`src/rtl/chain_port_pkg.sv`:
```
package chain_port_pkg;
    typedef enum logic [1:0] {
        ST_IDLE    = 2'd0,
        ST_CONVERT = 2'd1,
        ST_READOUT = 2'd2,
        ST_FAULT   = 2'd3
    } port_state_e;

    localparam int SYNC_CNV = 0;
    localparam int SYNC_SCK = 1;
    localparam int SYNC_SDI = 2;
    localparam int SYNC_W   = 3;
endpackage

```
`src/rtl/pin_sync.sv`:
```
module pin_sync #(
    parameter int W = 3
) (
    input  logic         clk,
    input  logic         rst_n,
    input  logic [W-1:0] pins,
    output logic [W-1:0] lvl,
    output logic [W-1:0] lvl_prev
);
    for (genvar g = 0; g < W; g++) begin : g_bit
        logic meta;
        always_ff @(posedge clk or negedge rst_n) begin
            if (!rst_n) begin
                meta        <= 1'b0;
                lvl[g]      <= 1'b0;
                lvl_prev[g] <= 1'b0;
            end else begin
                meta        <= pins[g];
                lvl[g]      <= meta;
                lvl_prev[g] <= lvl[g];
            end
        end
    end
endmodule

```
`src/rtl/conv_timer.sv`:
```
module conv_timer #(
    parameter int CYCLES = 20
) (
    input  logic clk,
    input  logic rst_n,
    input  logic start,
    output logic done
);
    localparam int CW = (CYCLES > 1) ? $clog2(CYCLES) : 1;
    localparam logic [CW-1:0] LAST = CW'(CYCLES - 1);

    logic [CW-1:0] cnt;
    logic          running;

    always_ff @(posedge clk or negedge rst_n) begin
        if (!rst_n) begin
            cnt     <= '0;
            running <= 1'b0;
        end else if (start) begin
            cnt     <= LAST;
            running <= 1'b1;
        end else if (running) begin
            if (cnt == '0) running <= 1'b0;
            else           cnt     <= cnt - 1'b1;
        end
    end

    assign done = running && (cnt == '0);

    assert_timer_load_R3: assert property (@(posedge clk) disable iff (!rst_n)
        start |=> (running && cnt == LAST));
    assert_timer_step_R3: assert property (@(posedge clk) disable iff (!rst_n)
        (running && cnt != '0 && !start) |=> (running && cnt == $past(cnt) - 1'b1));
    assert_timer_stop_R3: assert property (@(posedge clk) disable iff (!rst_n)
        (done && !start) |=> !running);
endmodule

```
`src/rtl/result_shifter.sv`:
```
module result_shifter #(
    parameter int W = 16
) (
    input  logic         clk,
    input  logic         rst_n,
    input  logic         load,
    input  logic [W-1:0] par_in,
    input  logic         shift,
    input  logic         ser_in,
    output logic         msb
);
    logic [W-1:0] word;

    always_ff @(posedge clk or negedge rst_n) begin
        if (!rst_n)     word <= '0;
        else if (load)  word <= par_in;
        else if (shift) word <= {word[W-2:0], ser_in};
    end

    assign msb = word[W-1];

    assert_shift_order_R4: assert property (@(posedge clk) disable iff (!rst_n)
        (shift && !load) |=> (word == {$past(word[W-2:0]), $past(ser_in)}));
    assert_hold_idle_R6: assert property (@(posedge clk) disable iff (!rst_n)
        (!shift && !load) |=> $stable(word));
endmodule

```
`src/rtl/chain_adc_port.sv`:
```
module chain_adc_port #(
    parameter int DATA_W      = 16,
    parameter int CONV_CYCLES = 20
) (
    input  logic              clk,
    input  logic              rst_n,
    input  logic              cnv_in,
    input  logic              sck_in,
    input  logic              sdi_in,
    input  logic [DATA_W-1:0] sample_in,
    output logic              sdo_out,
    output logic              mode_fault
);
    import chain_port_pkg::*;

    port_state_e state, state_nx;
    logic [SYNC_W-1:0] lvl, lvl_prev;
    logic cnv_lvl, sck_lvl, sdi_lvl;
    logic cnv_rise, cnv_fall, sck_fall;
    logic conv_start, conv_done, load_word, shift_en, word_msb;

    pin_sync #(.W(SYNC_W)) u_sync (
        .clk(clk), .rst_n(rst_n),
        .pins({sdi_in, sck_in, cnv_in}),
        .lvl(lvl), .lvl_prev(lvl_prev)
    );

    assign cnv_lvl  = lvl[SYNC_CNV];
    assign sck_lvl  = lvl[SYNC_SCK];
    assign sdi_lvl  = lvl[SYNC_SDI];
    assign cnv_rise = cnv_lvl & ~lvl_prev[SYNC_CNV];
    assign cnv_fall = ~cnv_lvl & lvl_prev[SYNC_CNV];
    assign sck_fall = ~sck_lvl & lvl_prev[SYNC_SCK];

    assign conv_start = (state == ST_IDLE) && cnv_rise && !sck_lvl;
    assign load_word  = (state == ST_CONVERT) && conv_done && !cnv_fall;
    assign shift_en   = (state == ST_READOUT) && sck_fall && !cnv_fall;

    conv_timer #(.CYCLES(CONV_CYCLES)) u_timer (
        .clk(clk), .rst_n(rst_n), .start(conv_start), .done(conv_done)
    );

    result_shifter #(.W(DATA_W)) u_shift (
        .clk(clk), .rst_n(rst_n),
        .load(load_word), .par_in(sample_in),
        .shift(shift_en), .ser_in(sdi_lvl),
        .msb(word_msb)
    );

    always_ff @(posedge clk or negedge rst_n) begin
        if (!rst_n) state <= ST_IDLE;
        else        state <= state_nx;
    end

    always_comb begin
        state_nx = state;
        unique case (state)
            ST_IDLE: begin
                if (cnv_rise) state_nx = sck_lvl ? ST_FAULT : ST_CONVERT;
            end
            ST_CONVERT: begin
                if (cnv_fall)       state_nx = ST_IDLE;
                else if (conv_done) state_nx = ST_READOUT;
            end
            ST_READOUT: begin
                if (cnv_fall) state_nx = ST_IDLE;
            end
            ST_FAULT: begin
                if (cnv_fall) state_nx = ST_IDLE;
            end
        endcase
    end

    always_comb begin
        mode_fault = (state == ST_FAULT);
        sdo_out    = (state == ST_READOUT) && (cnv_lvl || sdi_lvl) && word_msb;
    end

    assert_low_drive_R2: assert property (@(posedge clk) disable iff (!rst_n)
        (!cnv_lvl && !sdi_lvl) |-> !sdo_out);
    assert_enter_convert_R3: assert property (@(posedge clk) disable iff (!rst_n)
        (state == ST_IDLE && cnv_rise && !sck_lvl) |=> (state == ST_CONVERT));
    assert_convert_hold_R6: assert property (@(posedge clk) disable iff (!rst_n)
        (state == ST_CONVERT && !conv_done && !cnv_fall) |=> (state == ST_CONVERT && !sdo_out));
    assert_enter_fault_R7: assert property (@(posedge clk) disable iff (!rst_n)
        (state == ST_IDLE && cnv_rise && sck_lvl) |=> mode_fault);
    assert_fault_quiet_R7: assert property (@(posedge clk) disable iff (!rst_n)
        mode_fault |-> !sdo_out);
    assert_abort_R8: assert property (@(posedge clk) disable iff (!rst_n)
        (state != ST_IDLE && cnv_fall) |=> (state == ST_IDLE));
endmodule

```
`config.mk`:
```
export PLATFORM = sky130hd
export DESIGN_NAME = chain_adc_port
export DESIGN_NICKNAME = d
export VERILOG_FILES = /design/src/rtl/chain_port_pkg.sv /design/src/rtl/pin_sync.sv /design/src/rtl/conv_timer.sv /design/src/rtl/result_shifter.sv /design/src/rtl/chain_adc_port.sv
export SDC_FILE = /design/constraint.sdc
export NUM_CORES = 1
export LEC_CHECK = 0
export BUFFER_PORTS_ARGS = -buffer_cell sky130_fd_sc_hd__buf_2
export CAP_MARGIN = 25
export CORE_UTILIZATION = 45
export CTS_CLUSTER_SIZE = 24
export DETAILED_ROUTE_END_ITERATION = 6
export GPL_TIMING_DRIVEN = 0
export PLACE_DENSITY_LB_ADDON = 0.08
export SETUP_SLACK_MARGIN = 0.15
export SYNTH_ARGS = -nofsm -noshare
export SYNTH_HDL_FRONTEND = slang
export SYNTH_SLANG_ARGS = --single-unit
```
`constraint.sdc`:
```
create_clock -name clk -period 4.08 [get_ports clk]
set_input_delay 0.612 -clock clk [delete_from_list [all_inputs] [get_ports clk]]
set_output_delay 0.612 -clock clk [all_outputs]
set_load 0.01 [all_outputs]
```
# Yosys cells after proc, flatten, opt, wreduce, memory -nomap -nowiden
# Cells that the tools add are included.
# W data, S select, Z words.
dict set report op_classes {
  n_addsub 1
  multipliers 0
  div 0
  order_cmp 0
  n_eq_ne 7
  shift 0
  mux 14
  bitwise_logic 6
  reduce_logical 19
}
# cell n
set op_table {}
lappend op_table {{$mux W16} 2}
lappend op_table {{$mux W5} 3}
lappend op_table {{$mux W2} 5}
lappend op_table {{$logic_and A1 B1 Y1} 9}
lappend op_table {{$pmux W2 S3} 1}
lappend op_table {{$logic_not A5 Y1} 1}
lappend op_table {{$sub A5 B1 Y5 const B} 1}
lappend op_table {{$eq A2 B2 Y1 const B} 2}
lappend op_table {{$ne A2 B2 Y1 const B} 2}
lappend op_table {{$reduce_bool A2 Y1} 2}
lappend op_table {{$and A1 B1 Y1} 3}
lappend op_table {{$mux W1} 3}
lappend op_table {{$ne A3 B3 Y1 const B} 1}
lappend op_table {{$not A1 Y1} 3}
lappend op_table {{$reduce_and A3 Y1} 1}
lappend op_table {{$eq A2 B1 Y1 const B} 1}
lappend op_table {{$logic_not A1 Y1} 2}
lappend op_table {{$logic_not A2 Y1} 1}
lappend op_table {{$ne A2 B1 Y1 const B} 1}
lappend op_table {{$reduce_and A2 Y1} 1}
lappend op_table {{$reduce_or A2 Y1} 1}
lappend op_table {{$logic_or A1 B1 Y1} 1}
dict set report totals {
  ff_bits 32
  latch_bits 0
  ramBits 0
  mem_bits_ro 0
  in_bits 21
  output_inout_bits 2
  word_cells 59
  mem_count 0
}

# Logic depth before layout (Yosys ltp)
dict set report depth {
  ltp_word 6
  mapped_depth 8
  ltp_nobuf 6
}

# Modules after synthesis
# A second synthesis with hierarchy kept.
dict set report hier_totals {
  cells_unflattened 126
  area_unflattened_um2 1438.9
}
# module instances cells_each area_each_um2 seq_area_each_um2
set modules_own_cells {}
lappend modules_own_cells {result_shifter 1 69 744.5 400.4}
lappend modules_own_cells {conv_timer 1 30 301.5 150.1}
lappend modules_own_cells {pin_sync 1 9 225.2 225.2}
lappend modules_own_cells {chain_adc_port 1 18 167.7 50.0}

# Worst setup path after synthesis
# No wires, ideal clock.
dict set report synth_timing {
  path_type {register to register}
  startpoint {register u_timer.cnt[0]}
  endpoint {register u_shift.word[10]}
  setup_time_ns 0.118
  t_arrival_ns 1.556
  required_ns 3.962
  setup_slack_ns 2.406
  stages_incl_launch_ff 9
  path_buffers 2
  synth_period_minus_slack_ns 1.674
  path_cell_list {dfrtp_1 -> inv_1 -> ha_1 -> and3_1 -> and4b_1 -> buf_6 -> buf_6 -> a22o_1 -> a21o_1}
}
dict set report synth_between {
  elab_chain_cells 5
  word_cells_on_any_way 6
  classes_between {mux: 1; reduce/logical: 5}
}
# item line
set synth_rtl {}
lappend synth_rtl {{from (decl)} conv_timer.sv:12} ;# logic [CW-1:0] cnt;
lappend synth_rtl {{from (signal assigned)} conv_timer.sv:24} ;# else cnt <= cnt - 1'b1;
lappend synth_rtl {{$logic_not A5 Y1 *} conv_timer.sv:28} ;# assign done = running && (cnt == '0);
lappend synth_rtl {{$logic_and A1 B1 Y1 *} conv_timer.sv:28}
lappend synth_rtl {{$logic_and A1 B1 Y1 * (2 in series)} chain_adc_port.sv:36} ;# assign load_word = (state == ST_CONVERT) && conv_done && !cnv_fall;
lappend synth_rtl {{$mux W16 or $reduce_bool A2 Y1 (tied branches)} n/a}
lappend synth_rtl {{to (signal assigned)} result_shifter.sv:16} ;# else if (load) word <= par_in;
lappend synth_rtl {{to (signal assigned)} result_shifter.sv:17} ;# else if (shift) word <= {word[W-2:0], ser_in};
lappend synth_rtl {{to (decl)} result_shifter.sv:12} ;# logic [W-1:0] word;
# Mark *: on every way between the ends. The rest lies on a longest branch, timed or not.
# A chain may end at the register's enable or synchronous reset.

# Worst setup path in the final report
dict set report layout_timing {
  startpoint {register state[0]}
  endpoint {output sdo_out}
}
dict set report layout_between {
  elab_chain_cells 3
}
# item line
set layout_rtl {}
lappend layout_rtl {{from (decl)} chain_adc_port.sv:16} ;# port_state_e state, state_nx;
lappend layout_rtl {{from (signal assigned)} chain_adc_port.sv:52} ;# else state <= state_nx;
lappend layout_rtl {{$eq A2 B2 Y1} chain_adc_port.sv:76} ;# sdo_out = (state == ST_READOUT) && (cnv_lvl || sdi_lvl) && word_msb;
lappend layout_rtl {{$logic_and A1 B1 Y1 (2 in series)} chain_adc_port.sv:76}
lappend layout_rtl {{to (decl)} chain_adc_port.sv:11} ;# output logic sdo_out,
# Every way passes these cells.

==> results_dict.tcl <==
set metrics [dict create \
    switchingPower_mw 0.268 \
    synth_seq_area_share 0.587 \
    numCtsBuffers 5 \
    drt_wl_total_um 2450 \
    place.port_buffers 22 \
    io_pins 23 \
    synth-async-reset-ratio 1.00 \
    grt_pass1_vias 956 \
    start_kind "register" \
    clk_path_buf_depth 2 \
    detail-route-antenna-nets 0 \
    die_h_um 57.1 \
    fmax_mhz 548 \
    fin_skew_ns 0.00522 \
    switching_share 0.299 \
    layout_commonest_cell "dfrtp_1" \
    wl_per_cell_um 14.2 \
    post_cts.repair.setup_buffers 0 \
    dp_hpwl_um 1640 \
    finalSetupViolations 0 \
    grt_overflow_total 0 \
    vias 981 \
    syn2layout_area_growth_pct 16.8 \
    dr.pass1.iters 6 \
    reg2reg_slack_ns 2.27 \
    nNetsFinal 163 \
    drcViolationCount 2 \
    crit_type "register to output pin" \
    r2r_start "u_timer.cnt[0]" \
    setup_ws_ns 2.26 \
    hold_viol 0 \
    synth_edf_count 0 \
    dpl_worst_slack_ns 2.27 \
    start_util 0.487 \
    status "finished with violations" \
    dp.cells 165 \
    ir_worst_vdd_uv 227 \
    drt_iter0_drc 63 \
    synth_area_per_cell_um2 12.2 \
    crit_arrival_ns 1.21 \
    grt_pass1_wl_um 4310 \
    ys_ff_latch 32 \
    post-route-min-period_ns 1.82 \
    worst_pin_slew_ns 0.691 \
    gp_congestion 0.752 \
    maxSlewViolCount 0 \
    grt.total_usage 0.180 \
    crit_end "sdo_out" \
    ys_warn_count 0 \
    yosys_most_used_dff "dfrtp_1" \
    rsz0062_at_grt "false" \
    rows 19 \
    power_per_cell_area_nw_per_um2 563 \
    r2r-end "u_shift.word[10]" \
    cts_tree "done" \
    detail_route.vias_per_cell 5.67 \
    die_x_um 57.1 \
    crit_start "state[0]" \
    p_int_mw 0.629 \
    design_area_um2 1590 \
    cts.clk_slew.worst_paths_ns 0.10 \
    tns_ns 0 \
    core_area_um2 2810 \
    cts_resized 0 \
    maxCapViolCount 0 \
    layout_common_cells "dfrtp_1, buf_2, a22o_1, a21o_1, nand2_1" \
    placed_area_um2 1510 \
    clock-sinks 32 \
    antenna_found_initial 0 \
    grt_start_max_net_pins 33 \
    postSynthNetCount 134 \
    drive_gt1_frac 0.254 \
    worstSetupEndpointType "output pin" \
    finalCritPeriodShare 0.447 \
    worstPathMaxFanout 7 \
    syn_inst 112 \
    clkLatencyLatePin_ns 0.34 \
    seqPwrFrac 0.520 \
    leakagePower_nw 0.887 \
    final_cells 173 \
    combPwrFrac 0.214 \
    cts-htree-levels 2 \
    ys_types 30 \
    antenna_cells 0 \
    fin_util 0.568 \
    syn_area_um2 1370 \
    failed_checks "design-rule violations" \
    ctsHoldBuffers 0 \
    hold_path.class "primary input to asynchronous set/reset pin" \
    worstPathRequired_ns 3.47 \
    pwr-share-clk 0.266 \
    die_area_um2 3260 \
    ctsRootBufferMaster "clkbuf_4" \
    r2r_cells 8 \
    relSlewSlack 0.540 \
]
[stage by stage]
step           hold slack, ns  power, mW
2_1_floorplan           0.316      0.603
3_3_place_gp            0.333      0.649
3_5_place_dp            0.336      0.664
4_1_cts                 0.315      0.909
5_1_grt                 0.338      0.961
6_report                0.303      0.897
[worst min path at each step]
stage          depth (start not counted)        endpoint  slack [ns]
2_1_floorplan                          0        state[0]        0.32
3_3_place_gp                           0   u_sync.lvl[1]        0.33
3_5_place_dp                           0   u_sync.lvl[1]        0.34
4_1_cts                                1  u_timer.cnt[4]        0.32
5_1_grt                                1  u_timer.cnt[4]        0.34
6_report                               1   u_sync.lvl[2]        0.30
[area by class of cell]
type,instances,area [µm²]
multi-input cells,72,503
well taps,31,38.8
repair buffers,22,110
flip-flops and latches,32,801
clock inverters,3,42.5
clock buffers,5,37.5
inverters,3,11.3
plain buffers,5,50.0
fillers,262,1210
[state kept, by name (all words and copies together) (netlist names)]
signal / cells
state: 2
u_shift.word: 16
u_sync.g_bit.meta: 3
u_sync.lvl: 3
u_sync.lvl_prev: 2
u_timer.cnt: 5
u_timer.running: 1
[power groups by stage]
stage | registers [mW] | logic [mW] | clock network, mW
detailed placement | 0.471 | 0.194 | 0
finish | 0.466 | 0.192 | 0.239
CTS | 0.467 | 0.195 | 0.247
global placement | 0.468 | 0.181 | 0
floorplan | 0.455 | 0.149 | 0
global route | 0.481 | 0.222 | 0.258
[cell families after synthesis]
family / Yosys count / synth area share
AOI/OAI and AO/OA: 38 / 0.222
DFF: 32 / 0.587
and+or+nand+nor: 30 / 0.117
buffers and inverters: 8 / 0.0449
xor gates and xnor gates: 2 / 0.0128
muxes: 1 / 0.00733
adders and majority gates: 1 / 0.00916
[synthesized netlist by cell type (2+ instances only)]
| cell type | count | share of area |
|---|---|---|
| a21oi_1 | 2 | 0.0073 |
| dfrtp_1 | 32 | 0.59 |
| a22o_1 | 15 | 0.096 |
| nand2b_1 | 2 | 0.0092 |
| nor2_1 | 6 | 0.016 |
| buf_6 | 4 | 0.033 |
| inv_1 | 3 | 0.0082 |
| nor3_1 | 3 | 0.011 |
| a21o_1 | 15 | 0.082 |
| nand3_1 | 2 | 0.0073 |
| nand2_1 | 9 | 0.025 |
[worst max-delay path, stage by stage, from the launching register on]
cell,delay (ns)
dfrtp_1,0.45
inv_1,0.12
o2111a_1,0.18
buf_2,0.13
[layer usage]
| metal | wire length [µm] | GRT usage | up-vias |
|---|---|---|---|
| li1 | - | - | 474 |
| met1 | 1140 | 0.232 | 476 |
| met2 | 1130 | 0.267 | 24 |
| met3 | 113 | 0.0612 | 7 |
| met4 | 66 | 0.105 | 0 |
| met5 | 0 | 0 | - |
Note: power is estimated with default switching activity, not from simulation.
